`src/rtl/sdacPkg.sv`:
```
package sdacPkg;
  typedef struct packed {
    logic shiftEn;  // take one serial bit into the shift register
    logic load;     // transfer the completed word to the data register
  } sdacStrobes_t;
endpackage

```
`src/rtl/sdacInSync.sv`:
```
module sdacInSync #(
  parameter int WIDTH = 3,
  parameter int STAGES = 2,
  parameter logic [WIDTH-1:0] RESET_VAL = '0
) (
  input  logic             clk,
  input  logic             rstN,
  input  logic [WIDTH-1:0] asyncIn,
  output logic [WIDTH-1:0] syncOut
);
  logic [WIDTH-1:0] stageQ [STAGES];

  for (genvar s = 0; s < STAGES; s++) begin : g_stage
    always_ff @(posedge clk or negedge rstN) begin
      if (!rstN) begin
        stageQ[s] <= RESET_VAL;
      end else if (s == 0) begin
        stageQ[s] <= asyncIn;
      end else begin
        stageQ[s] <= stageQ[(s == 0) ? 0 : s-1];
      end
    end
  end

  assign syncOut = stageQ[STAGES-1];
endmodule

```
`src/rtl/sdacCtrl.sv`:
```
module sdacCtrl
  import sdacPkg::*;
#(
  parameter int WORD_W = 24
) (
  input  logic         clk,
  input  logic         rstN,
  input  logic         csSync,
  input  logic         sclkSync,
  output sdacStrobes_t strobes
);
  localparam int CNT_W = $clog2(WORD_W + 1);
  localparam logic [CNT_W-1:0] LAST_BIT = CNT_W'(WORD_W - 1);

  logic             csPrev, sclkPrev;
  logic             armed;
  logic [CNT_W-1:0] bitCnt;
  logic             csFall, sclkFall;

  assign csFall   = csPrev & ~csSync;
  assign sclkFall = sclkPrev & ~sclkSync;

  always_comb begin
    strobes.shiftEn = armed & ~csSync & sclkFall;
    strobes.load    = strobes.shiftEn & (bitCnt == LAST_BIT);
  end

  always_ff @(posedge clk or negedge rstN) begin
    if (!rstN) begin
      csPrev   <= 1'b1;
      sclkPrev <= 1'b1;
      armed    <= 1'b0;
      bitCnt   <= '0;
    end else begin
      csPrev   <= csSync;
      sclkPrev <= sclkSync;
      if (csSync) begin
        armed  <= 1'b0;
        bitCnt <= '0;
      end else if (csFall) begin
        armed  <= 1'b1;
        bitCnt <= '0;
      end else if (strobes.shiftEn) begin
        bitCnt <= bitCnt + 1'b1;
        if (strobes.load) armed <= 1'b0;
      end
    end
  end

  // the count never passes a full word
  a_r7_count_bound: assert property (@(posedge clk) disable iff (!rstN)
    bitCnt <= CNT_W'(WORD_W));
  // no shift or load while the frame select is high
  a_r5_no_load_released: assert property (@(posedge clk) disable iff (!rstN)
    csSync |-> !strobes.shiftEn && !strobes.load);
  // a load is never followed by another load in the next cycle
  a_r3_single_load: assert property (@(posedge clk) disable iff (!rstN)
    strobes.load |=> !strobes.load);
  // after a load, the frame stays disarmed until the select is released
  a_r7_disarm_after_load: assert property (@(posedge clk) disable iff (!rstN)
    strobes.load |=> !armed);
endmodule

```
`src/rtl/sdacDatapath.sv`:
```
module sdacDatapath
  import sdacPkg::*;
#(
  parameter int WORD_W = 24,
  parameter int CODE_W = 16
) (
  input  logic                     clk,
  input  logic                     rstN,
  input  logic                     dataSync,
  input  sdacStrobes_t             strobes,
  output logic [WORD_W-CODE_W-1:0] ctrlField,
  output logic [CODE_W-1:0]        dacCode,
  output logic                     updateStb
);
  localparam int CTRL_W = WORD_W - CODE_W;

  logic [WORD_W-1:0] shiftReg;
  logic [WORD_W-1:0] wordReg;
  logic [WORD_W-1:0] nextWord;

  assign nextWord = {shiftReg[WORD_W-2:0], dataSync};

  always_ff @(posedge clk or negedge rstN) begin
    if (!rstN) begin
      shiftReg  <= '0;
      wordReg   <= '0;
      updateStb <= 1'b0;
    end else begin
      updateStb <= strobes.load;
      if (strobes.shiftEn) shiftReg <= nextWord;
      if (strobes.load)    wordReg  <= nextWord;
    end
  end

  assign ctrlField = wordReg[WORD_W-1 -: CTRL_W];
  assign dacCode   = wordReg[CODE_W-1:0];

  // the data register holds unless the strobe is up
  a_r4_hold_without_strobe: assert property (@(posedge clk) disable iff (!rstN)
    !updateStb |-> $stable(wordReg));
  // the strobe is never high for two cycles in a row
  a_r3_one_cycle_strobe: assert property (@(posedge clk) disable iff (!rstN)
    updateStb |=> !updateStb);
endmodule

```
`src/rtl/sdacFrontEnd.sv`:
```
module sdacFrontEnd
  import sdacPkg::*;
#(
  parameter int WORD_W = 24,
  parameter int CODE_W = 16,
  parameter int SYNC_STAGES = 2
) (
  input  logic                     clk,
  input  logic                     rstN,
  input  logic                     frameSelN,
  input  logic                     serClk,
  input  logic                     serData,
  output logic [WORD_W-CODE_W-1:0] ctrlField,
  output logic [CODE_W-1:0]        dacCode,
  output logic                     updateStb
);
  logic [2:0]   syncVec;
  sdacStrobes_t strobes;

  sdacInSync #(.WIDTH(3), .STAGES(SYNC_STAGES), .RESET_VAL(3'b110)) u_sync (
    .clk(clk), .rstN(rstN),
    .asyncIn({frameSelN, serClk, serData}),
    .syncOut(syncVec)
  );

  sdacCtrl #(.WORD_W(WORD_W)) u_ctrl (
    .clk(clk), .rstN(rstN),
    .csSync(syncVec[2]), .sclkSync(syncVec[1]),
    .strobes(strobes)
  );

  sdacDatapath #(.WORD_W(WORD_W), .CODE_W(CODE_W)) u_dp (
    .clk(clk), .rstN(rstN),
    .dataSync(syncVec[0]), .strobes(strobes),
    .ctrlField(ctrlField), .dacCode(dacCode), .updateStb(updateStb)
  );
endmodule

```
`config.mk`:
```
export PLATFORM = sky130hd
export DESIGN_NAME = sdacFrontEnd
export DESIGN_NICKNAME = d
export VERILOG_FILES = /design/src/rtl/sdacPkg.sv /design/src/rtl/sdacInSync.sv /design/src/rtl/sdacCtrl.sv /design/src/rtl/sdacDatapath.sv /design/src/rtl/sdacFrontEnd.sv
export SDC_FILE = /design/constraint.sdc
export NUM_CORES = 1
export LEC_CHECK = 0
export ABC_AREA = 0
export CORE_MARGIN = 3
export CORE_UTILIZATION = 50
export CTS_BUF_LIST = sky130_fd_sc_hd__clkbuf_16
export DETAILED_ROUTE_END_ITERATION = 12
export PLACE_DENSITY = 0.73
export SLEW_MARGIN = 40
export SYNTH_ARGS = -nofsm -noshare
export SYNTH_HDL_FRONTEND = slang
export SYNTH_HIERARCHICAL = 1
export SYNTH_SLANG_ARGS = --single-unit
```
`constraint.sdc`:
```
create_clock -name clk -period 3.2 [get_ports clk]
set_clock_uncertainty 0.2 [all_clocks]
set_input_delay 0.48 -clock clk [delete_from_list [all_inputs] [get_ports clk]]
set_output_delay 0.48 -clock clk [all_outputs]
set_load 0.02 [all_outputs]
```
==> results of run 1 <==
layout by cell type (no fill, tap or decap), types with 2 or more instances in the layout:
master                             n
sky130_fd_sc_hd__o21ai_0           4
sky130_fd_sc_hd__mux2_2           27
sky130_fd_sc_hd__clkdlybuf4s50_1  28
sky130_fd_sc_hd__inv_1             5
sky130_fd_sc_hd__mux2_4           20
sky130_fd_sc_hd__dfrtp_1          56
sky130_fd_sc_hd__dfstp_2           6
sky130_fd_sc_hd__clkbuf_16         9
sky130_fd_sc_hd__buf_4             2
sky130_fd_sc_hd__a21oi_1           5
sky130_fd_sc_hd__or3_1             3
sky130_fd_sc_hd__nand3_1           3
per-stage QoR:
stage / instance area, sq um / setup slack, ns
final: 3050 / 0.907
after global routing: 3050 / 0.776
after CTS: 3010 / 0.889
after detailed placement: 2720 / 0.899
after global placement: 2720 / 0.994
after floorplan: 2440 / 1.34
worst reg2reg max path: cells and delay by family (launching register included):
family | cells | cell delay [ns]
fa+ha+maj | 1 | 0.22
buf+inv | 1 | 0.33
flops | 1 | 0.39
mux | 1 | 0.32
simple gates | 2 | 0.73
repair_timing:
action                    in CTS  in global routing
hold endpoints to repair       0                 15
buffers inserted               0                  0
hold buffers                   0                  1
resized for setup              0                  0
power by group through the flow:
| stage | sequential, W | combinational, W | clock, W |
|---|---|---|---|
| final | 0.000824 | 0.0000474 | 0.000895 |
| after global routing | 0.000826 | 0.0000530 | 0.000951 |
| after CTS | 0.000824 | 0.0000440 | 0.000917 |
| after detailed placement | 0.000836 | 0.0000436 | 0 |
| after global placement | 0.000834 | 0.0000417 | 0 |
| after floorplan | 0.000830 | 0.0000257 | 0 |
synth_stat cells:
library cell and count:
sky130_fd_sc_hd__a21oi_1 5, sky130_fd_sc_hd__buf_12 2, sky130_fd_sc_hd__buf_4 3, sky130_fd_sc_hd__buf_6 4, sky130_fd_sc_hd__dfrtp_1 56, sky130_fd_sc_hd__dfstp_2 6, sky130_fd_sc_hd__ha_1 1, sky130_fd_sc_hd__inv_1 3
sky130_fd_sc_hd__mux2_2 27, sky130_fd_sc_hd__mux2_4 20, sky130_fd_sc_hd__nand2_1 1, sky130_fd_sc_hd__nand3_1 3, sky130_fd_sc_hd__nand3b_1 1, sky130_fd_sc_hd__nand4b_1 1, sky130_fd_sc_hd__nand4bb_4 1, sky130_fd_sc_hd__nor2_1 2
sky130_fd_sc_hd__o21ai_0 4, sky130_fd_sc_hd__o31ai_1 1, sky130_fd_sc_hd__or2_2 1, sky130_fd_sc_hd__or3_1 3
how the worst max path moves through the flow:
stage / start / to / slack, ns / cells past startpoint
after floorplan: u_sync/syncOut[1] / u_dp/wordReg[10] / 1.34 / 7
after global placement: u_ctrl/sclkPrev / u_dp/wordReg[15] / 0.99 / 4
after detailed placement: u_ctrl/bitCnt[0] / u_dp/wordReg[20] / 0.90 / 5
after CTS: u_ctrl/bitCnt[0] / u_dp/wordReg[19] / 0.89 / 5
after global routing: u_ctrl/bitCnt[0] / u_dp/wordReg[17] / 0.78 / 5
final: u_ctrl/bitCnt[0] / u_dp/wordReg[19] / 0.91 / 5
registers in the layout, summed over array words and instances (netlist names):
signal and flops:
u_ctrl/csPrev 1, u_dp/updateStb 1, u_ctrl/bitCnt 5, u_ctrl/armed 1, u_sync/syncOut 3, u_sync/stageQ 3, u_dp/shiftReg 23, u_dp/wordReg 24
u_ctrl/sclkPrev 1
layout make-up:
| class | instances | area (sq um) |
|---|---|---|
| inverter | 3 | 11.3 |
| clock buffer | 9 | 225 |
| clock inverter | 7 | 58.8 |
| fill | 311 | 1490 |
| multi-input combinational | 71 | 772 |
| sequential | 62 | 1560 |
| timing repair buffer | 33 | 338 |
| tap | 65 | 81.3 |
per-layer routing:
metal | vias to the layer above | global-route usage | part of all wire
met1 | 641 | 0.200 | 0.46
li1 | 578 | - | -
met4 | 0 | 0.0913 | 0.019
met5 | - | 0 | 0
met2 | 32 | 0.224 | 0.49
met3 | 8 | 0.0409 | 0.036
cell families after synthesis:
kind of cell | synth area share
buf+inv | 0.0487
simple gates | 0.0389
compound gates | 0.0215
mux | 0.247
fa+ha+maj | 0.00512
flops | 0.638
==> run summary, run 1 <==
Final hold slack: 0.158 ns
Capturing element type of the critical path: flip-flop
Setup crit start kind: flip-flop
RSZ-0062 raised after global routing: no
Final count of hold timing violations: 0
Detailed placer's ending HPWL: 2510 um
Kind of cell with the highest combined delay on the critical path: simple AND/OR/NAND/NOR gates
Total global routing overflow: 0
Cell Int Power: 0.00142 W
Synth area leader: sky130_fd_sc_hd__dfrtp_1
Synth cell types: 20
Register bit total from synthesis: 62
Data arrival time of the critical path: 2.29 ns
TNS Setup: 0 ns
Sequential fraction of design power: 0.467
Cells on Worst Hold Path: 0
Static leakage: 1.42 nW
Number of cells on the worst reg-to-reg path: 5
Pin count of the biggest net entering global routing: 35
Worst IR Drop VDD: 0.373 mV
Area fraction of the dominant cell type after synthesis: 0.574
Crit path buffers/inverters: 1
Clock transition at the registers of the reported paths: 0.05 ns
Total number of yosys warnings: 6
Count of placed standard cells in the final layout, fillers left out: 250
Number of buffers created by CTS: 9
Proportion of layout cells with a drive suffix above 1: 0.395
Nets@finish: 186
Number of H-tree levels: 3
Power share of the combinational group: 0.027
Min Tclk post-route: 2.29 ns
Initial standard-cell utilization of the core: 0.539
Maximum fanout along the worst path: 17
Run status: completed
Critical path's largest stage delay: 0.53 ns
Setup violation total in the final timing report: 0
Clk network pwr share: 0.507
Core Box Area: 4530 sq um
Slowest cell on crit path: sky130_fd_sc_hd__nor2_4
CTS tree: built
Vias in the first global route: 1319
Cell row count: 24
Remaining routing DRC violations: 0
DRC violation total after the first TritonRoute iteration: 33
DIE WIDTH: 75.9 um
MaxCap Viol Count: 0
Worst reg2reg path startpoint: u_ctrl/bitCnt[0]
Inst Count DP: 232
Y dimension of the die: 75.9 um
First-pass GRT wire length: 6270 um
Origin of the worst min-delay path: u_sync/stageQ[4]
Post-route ant nets: 0
Largest buffer count on any clock path: 2
Cell at the root of the clock tree: sky130_fd_sc_hd__clkbuf_16
Period utilization: 0.717
Startpoint-to-endpoint class of the critical path: reg2reg
Sequential element share of the synthesized area: 0.638
Cell area after synthesis: 2440 sq um
Routed via count: 1259
Growth of design area from synthesis to finish: 24.7%
Die Footprint: 5760 sq um
Port bufs: 29
Length of the first detailed-routing pass in iterations: 4
Transition at the pin with the smallest max-transition slack: 0.607 ns
Final max-slew violation count: 0
Cell chain of the critical path: ha_1, nand4b_1, nor2_4, buf_4, mux2_4
Switch Pwr: 0.000344 W
Layout Utilization: 0.672
Register-to-register path setup slack: 0.91 ns
Post-Route WL: 3820 um
Relative max-transition margin: 0.594
Post-detailed-route wirelength per cell: 15.3 um
Synth area leaders: sky130_fd_sc_hd__dfrtp_1 57%, sky130_fd_sc_hd__mux2_2 12%, sky130_fd_sc_hd__mux2_4 12%
Fmax: 436 MHz
Ports: 30
Total power per unit cell area: 580 nW/um^2
Sinks on Clock Net: 62
Global placement routability congestion: 0.753
R2R Path End: u_dp/wordReg[19]
Post-DR vias/cell: 5.04
Net count of the mapped netlist: 151
All-Layer GR Usage: 0.152
Worst Hold Path EP: u_sync/syncOut[1]
Antenna Cells: 0
Data required time at the worst endpoint: 3.20 ns
Antenna violations before repair: 0
Cell count after synthesis: 145
PnR Total Power: 0.00177 W
Syn_area_per_cell: 16.8 sq um
Switching power as a share of total power: 0.195
Worst-Skew Late Latency: 0.31 ns
Classification of the worst-slack hold path: reg2reg
Note: power is estimated with default switching activity, not from simulation.
==> run 2: changes to the inputs <==
Settings changed: CORE_UTILIZATION 50 to 49, PLACE_DENSITY 0.73 to 0.74.
Clock period 3.2 ns to 2.1 ns, I/O delays scaled along.
==> run summary, run 2 (synthesis results as in run 1) <==
Run status: completed
Relative max-transition margin: 0.584
Setup violation total in the final timing report: 0
Startpoint-to-endpoint class of the critical path: reg2reg
DRC violation total after the first TritonRoute iteration: 81
Remaining routing DRC violations: 0
Post-Route WL: 3770 um
Antenna violations before repair: 0
GR met2 Demand/Resource: 0.228
DIE WIDTH: 76.6 um
Data arrival time of the critical path: 1.83 ns
Worst reg2reg path startpoint: u_ctrl/bitCnt[0]
Crit path buffers/inverters: 1
Cells on Worst Hold Path: 0
Detailed placer's ending HPWL: 2440 um
Number of H-tree levels: 3
Min Tclk post-route: 1.83 ns
Clk network pwr share: 0.501
Most frequent standard cell in the layout excluding fill and tap cells: sky130_fd_sc_hd__dfrtp_1
First-pass GRT wire length: 6720 um
Classification of the worst-slack hold path: reg2reg
Sequential fraction of design power: 0.473
RSZ-0062 raised after global routing: no
Register with the highest flop count: u_dp/wordReg
Cell at the root of the clock tree: sky130_fd_sc_hd__clkbuf_16
Grt peak-use layer: met2
Routed via count: 1270
PnR Total Power: 0.00266 W
Length of the first detailed-routing pass in iterations: 4
Vias in the first global route: 1377
Origin of the worst min-delay path: u_sync/stageQ[3]
Transition at the pin with the smallest max-transition slack: 0.624 ns
Worst IR Drop VDD: 0.567 mV
Y dimension of the die: 76.6 um
Core Box Area: 4790 sq um
Sinks on Clock Net: 62
All-Layer GR Usage: 0.149
Worst-Skew Late Latency: 0.32 ns
Global placement routability congestion: 0.715
Post-detailed-route wirelength per cell: 14.9 um
Cell chain of the critical path: ha_1, nand4b_1, nor2_4, buf_12, mux2_2
Top Registers: u_dp/wordReg (24), u_dp/shiftReg (23), u_ctrl/bitCnt (5)
Switching power as a share of total power: 0.189
Worst Hold Path EP: u_sync/syncOut[0]
Grt met3 use: 0.0485
Post-CTS setup repair buffer count: 0
Kind of cell with the highest combined delay on the critical path: flip-flops
Flip-flop count of the largest register, all copies and words added: 24
Port bufs: 29
Final max-slew violation count: 0
Layout Utilization: 0.638
Die Footprint: 5870 sq um
Number of cells on the worst reg-to-reg path: 5
Most used cells in the layout excluding fill and tap cells: 56 x sky130_fd_sc_hd__dfrtp_1, 28 x sky130_fd_sc_hd__clkdlybuf4s50_1, 27 x sky130_fd_sc_hd__mux2_2
Cell Int Power: 0.00216 W
Data required time at the worst endpoint: 2.09 ns
R2R Path End: u_dp/wordReg[2]
Power share of the combinational group: 0.026
Final critical-path setup slack: 0.267 ns
Number of fillers in the final layout: 346
Post-DR vias/cell: 5.02
Switch Pwr: 0.000501 W
Met1 Resource Use GR: 0.184
Total power per unit cell area: 870 nW/um^2
Count of placed standard cells in the final layout, fillers left out: 253
Critical path's largest stage delay: 0.38 ns
Total global routing overflow: 0
Growth of design area from synthesis to finish: 25.1%
Worst slack after detailed placement: 0.282 ns
Setup crit start kind: flip-flop
Maximum fanout along the worst path: 25
Pin count of the biggest net entering global routing: 36
Post-route ant nets: 0
Clock transition at the registers of the reported paths: 0.05 ns
Worst Setup SP: u_ctrl/bitCnt[0]
Ports: 30
Register-to-register path setup slack: 0.27 ns
Final count of hold timing violations: 0
Slowest cell on crit path: sky130_fd_sc_hd__dfrtp_1
CTS tree: built
Static leakage: 1.43 nW
Nets@finish: 187
MaxCap Viol Count: 0
Period utilization: 0.873
Cell row count: 25
Fmax: 546 MHz
Number of buffers created by CTS: 9
Largest buffer count on any clock path: 2
Initial standard-cell utilization of the core: 0.510
Capturing element type of the critical path: flip-flop
TNS Setup: 0 ns
Inst Count DP: 236
Antenna Cells: 0
Proportion of layout cells with a drive suffix above 1: 0.382
==> run 2: routing by layer <==
layer | vias up | wire [um]
li1 | 585 | -
met3 | 6 | 163
met2 | 33 | 1840
met4 | 0 | 59
met1 | 646 | 1710
met5 | - | 0
==> run 2: power by group through the flow <==
stage                     clock, W  sequential, W  combinational [W]
after CTS                  0.00136        0.00126          0.0000734
final                      0.00133        0.00126          0.0000701
after global routing       0.00143        0.00126          0.0000800
after global placement           0        0.00127          0.0000676
after floorplan                  0        0.00127          0.0000391
after detailed placement         0        0.00127          0.0000716
==> run 2: per-stage QoR <==
stage          hold slack (ns)  cell area [sq um]
6_report                 0.150               3050
5_1_grt                  0.155               3050
4_1_cts                  0.153               3050
3_5_place_dp             0.140               2770
3_3_place_gp             0.138               2770
2_1_floorplan           -0.181               2440
==> run 2: worst reg2reg max path, cell delays in order, from the launching register on <==
cell and delay [ns]:
sky130_fd_sc_hd__dfrtp_1 0.38, sky130_fd_sc_hd__ha_1 0.21, sky130_fd_sc_hd__nand4b_1 0.19, sky130_fd_sc_hd__nor2_4 0.15, sky130_fd_sc_hd__buf_12 0.22, sky130_fd_sc_hd__mux2_2 0.38
==> run 2: worst max path at each step <==
stage | endpoint | slack [ns] | depth (start not counted)
after floorplan | u_dp/wordReg[10] | 0.24 | 7
after global placement | u_dp/wordReg[23] | 0.33 | 4
after detailed placement | u_dp/wordReg[0] | 0.28 | 5
after CTS | dacCode[3] | 0.27 | 1
after global routing | u_dp/wordReg[2] | 0.15 | 5
final | u_dp/wordReg[2] | 0.27 | 5
==> run 2: timing repair <==
item,CTS,global route
hold buffers,1,0
gates resized for setup,0,0
endpoints found under the hold margin,21,0
setup endpoints to repair,0,0
==> run 2: cell type report <==
cell class                      instances  area [sq um]  share of cell area
Sequential cell                        62          1560               0.510
Multi-Input combinational cell         71           772               0.253
Timing Repair Buffer                   34           350               0.115
Clock buffer                            9           225              0.0737
Tap cell                               67          83.8              0.0274
Clock inverter                          7          52.6              0.0172
Inverter                                3          11.3             0.00369
==> run 3: changes to the inputs <==
Settings changed: PLACE_DENSITY 0.74 to 0.85.
==> run summary, run 3 (synthesis results as in run 1) <==
Top Registers: u_dp/wordReg (24), u_dp/shiftReg (23), u_ctrl/bitCnt (5)
Min Tclk post-route: 1.87 ns
Layout Utilization: 0.646
Post-Route WL: 4150 um
Worst IR Drop VDD: 0.540 mV
Switching power as a share of total power: 0.190
Core Box Area: 4790 sq um
Relative max-transition margin: 0.571
Y dimension of the die: 76.6 um
Final hold slack: 0.161 ns
Final count of hold timing violations: 0
Port bufs: 29
Post-detailed-route wirelength per cell: 16.2 um
Number of fillers in the final layout: 343
CTS tree: built
Number of buffers inserted by hold repair at cts: 1
First-pass GRT wire length: 7310 um
Inst Count DP: 239
Switch Pwr: 0.000538 W
Design Area, Final: 3090 sq um
Detailed placer's ending HPWL: 2840 um
Die Footprint: 5870 sq um
Sinks on Clock Net: 62
Period utilization: 0.890
Capturing element type of the critical path: flip-flop
Largest buffer count on any clock path: 2
RSZ-0062 raised after global routing: no
Growth of design area from synthesis to finish: 26.6%
Sequential fraction of design power: 0.445
DRC violation total after the first TritonRoute iteration: 32
Clk network pwr share: 0.529
Proportion of layout cells with a drive suffix above 1: 0.407
All-Layer GR Usage: 0.166
Data required time at the worst endpoint: 2.10 ns
Flip-flop count of the largest register, all copies and words added: 24
Static leakage: 1.45 nW
Setup crit start kind: flip-flop
Most used cells in the layout excluding fill and tap cells: 56 x sky130_fd_sc_hd__dfrtp_1, 28 x sky130_fd_sc_hd__clkdlybuf4s50_1, 27 x sky130_fd_sc_hd__mux2_2
Classification of the worst-slack hold path: reg2reg
Antenna Cells: 0
Count of placed standard cells in the final layout, fillers left out: 256
Total global routing overflow: 0
Fmax: 535 MHz
Post-CTS setup repair buffer count: 0
Nets@finish: 190
Register with the highest flop count: u_dp/wordReg
Length of the first detailed-routing pass in iterations: 4
Global placement routability congestion: 0.750
Data arrival time of the critical path: 1.87 ns
Maximum fanout along the worst path: 12
MaxCap Viol Count: 0
Post-DR vias/cell: 4.89
Ports: 30
Cell Int Power: 0.00229 W
TNS Setup: 0 ns
Pin count of the biggest net entering global routing: 30
Transition at the pin with the smallest max-transition slack: 0.643 ns
Most frequent standard cell in the layout excluding fill and tap cells: sky130_fd_sc_hd__dfrtp_1
Final max-slew violation count: 0
Antenna violations before repair: 0
Area of placed instances: 2780 sq um
Cell at the root of the clock tree: sky130_fd_sc_hd__clkbuf_16
Remaining routing DRC violations: 0
Post-route ant nets: 0
Clock transition at the registers of the reported paths: 0.05 ns
Setup violation total in the final timing report: 0
Number of H-tree levels: 3
Total power per unit cell area: 913 nW/um^2
Run status: completed
Cell row count: 25
Number of buffers created by CTS: 9
Worst-Skew Late Latency: 0.32 ns
Count of instances resized after the clock tree is built: 0
Initial standard-cell utilization of the core: 0.510
Power share of the combinational group: 0.026
Routed via count: 1251
Startpoint-to-endpoint class of the critical path: reg2reg
DIE WIDTH: 76.6 um
Vias in the first global route: 1446
[run 3: cell count changes in the layout (fill, tap and decap cells not counted)]
cell | before | now
sky130_fd_sc_hd__buf_12 | 2 | 1
sky130_fd_sc_hd__clkinv_2 | 0 | 2
sky130_fd_sc_hd__clkinv_1 | 2 | 1
sky130_fd_sc_hd__inv_1 | 7 | 5
sky130_fd_sc_hd__bufinv_16 | 1 | 2
sky130_fd_sc_hd__buf_4 | 2 | 6
[run 3: metrics by stage]
step                      setup slack (ns)  total power (W)
after floorplan                      0.238          0.00130
after global placement               0.325          0.00134
after detailed placement             0.234          0.00135
after CTS                            0.219          0.00286
after global routing                 0.157          0.00292
final                                0.230          0.00283
[run 3: worst max-delay path, cell delays in order (launching register included)]
cell                       delay [ns]
sky130_fd_sc_hd__dfrtp_1         0.39
sky130_fd_sc_hd__ha_1            0.22
sky130_fd_sc_hd__nand4b_1        0.17
sky130_fd_sc_hd__nor2_4          0.15
sky130_fd_sc_hd__buf_4           0.25
sky130_fd_sc_hd__mux2_2          0.36
[run 3: cell type report]
| type | count | area [sq um] | share of cell area |
|---|---|---|---|
| inverter | 3 | 11.3 | 0.00364 |
| clock buffer | 9 | 225 | 0.0728 |
| tap | 67 | 83.8 | 0.0271 |
| timing repair buffer | 37 | 360 | 0.117 |
| multi-input combinational | 71 | 772 | 0.250 |
| sequential | 62 | 1560 | 0.504 |
| clock inverter | 7 | 81.3 | 0.0263 |
[run 3: routing by layer]
metal	GRT usage	vias to the layer above	wire length, um
met1	0.191	632	1730
met3	0.0461	10	160
met4	0.109	0	102
li1	-	578	-
met5	0	-	0
met2	0.272	31	2160
[run 3: path summary, 6_finish.rpt]
path / startpoint / end / slack [ns] / cells after the start
min in group asynchronous: rstN / u_dp/wordReg[16] / 0.36 / 2
setup / recovery: u_ctrl/bitCnt[0] / u_dp/wordReg[23] / 0.23 / 5
setup reg to reg: u_ctrl/bitCnt[0] / u_dp/wordReg[23] / 0.23 / 5
max in group asynchronous: rstN / u_dp/shiftReg[4] / 0.75 / 3
hold / removal: u_sync/stageQ[4] / u_sync/syncOut[1] / 0.16 / 0
hold reg to reg: u_sync/stageQ[4] / u_sync/syncOut[1] / 0.16 / 0
[run 3: power groups by stage]
stage | registers (W) | logic (W) | clock network (W)
after global routing | 0.00126 | 0.0000833 | 0.00158
after CTS | 0.00126 | 0.0000763 | 0.00153
after global placement | 0.00127 | 0.0000686 | 0
after floorplan | 0.00127 | 0.0000391 | 0
final | 0.00126 | 0.0000731 | 0.00149
after detailed placement | 0.00128 | 0.0000735 | 0
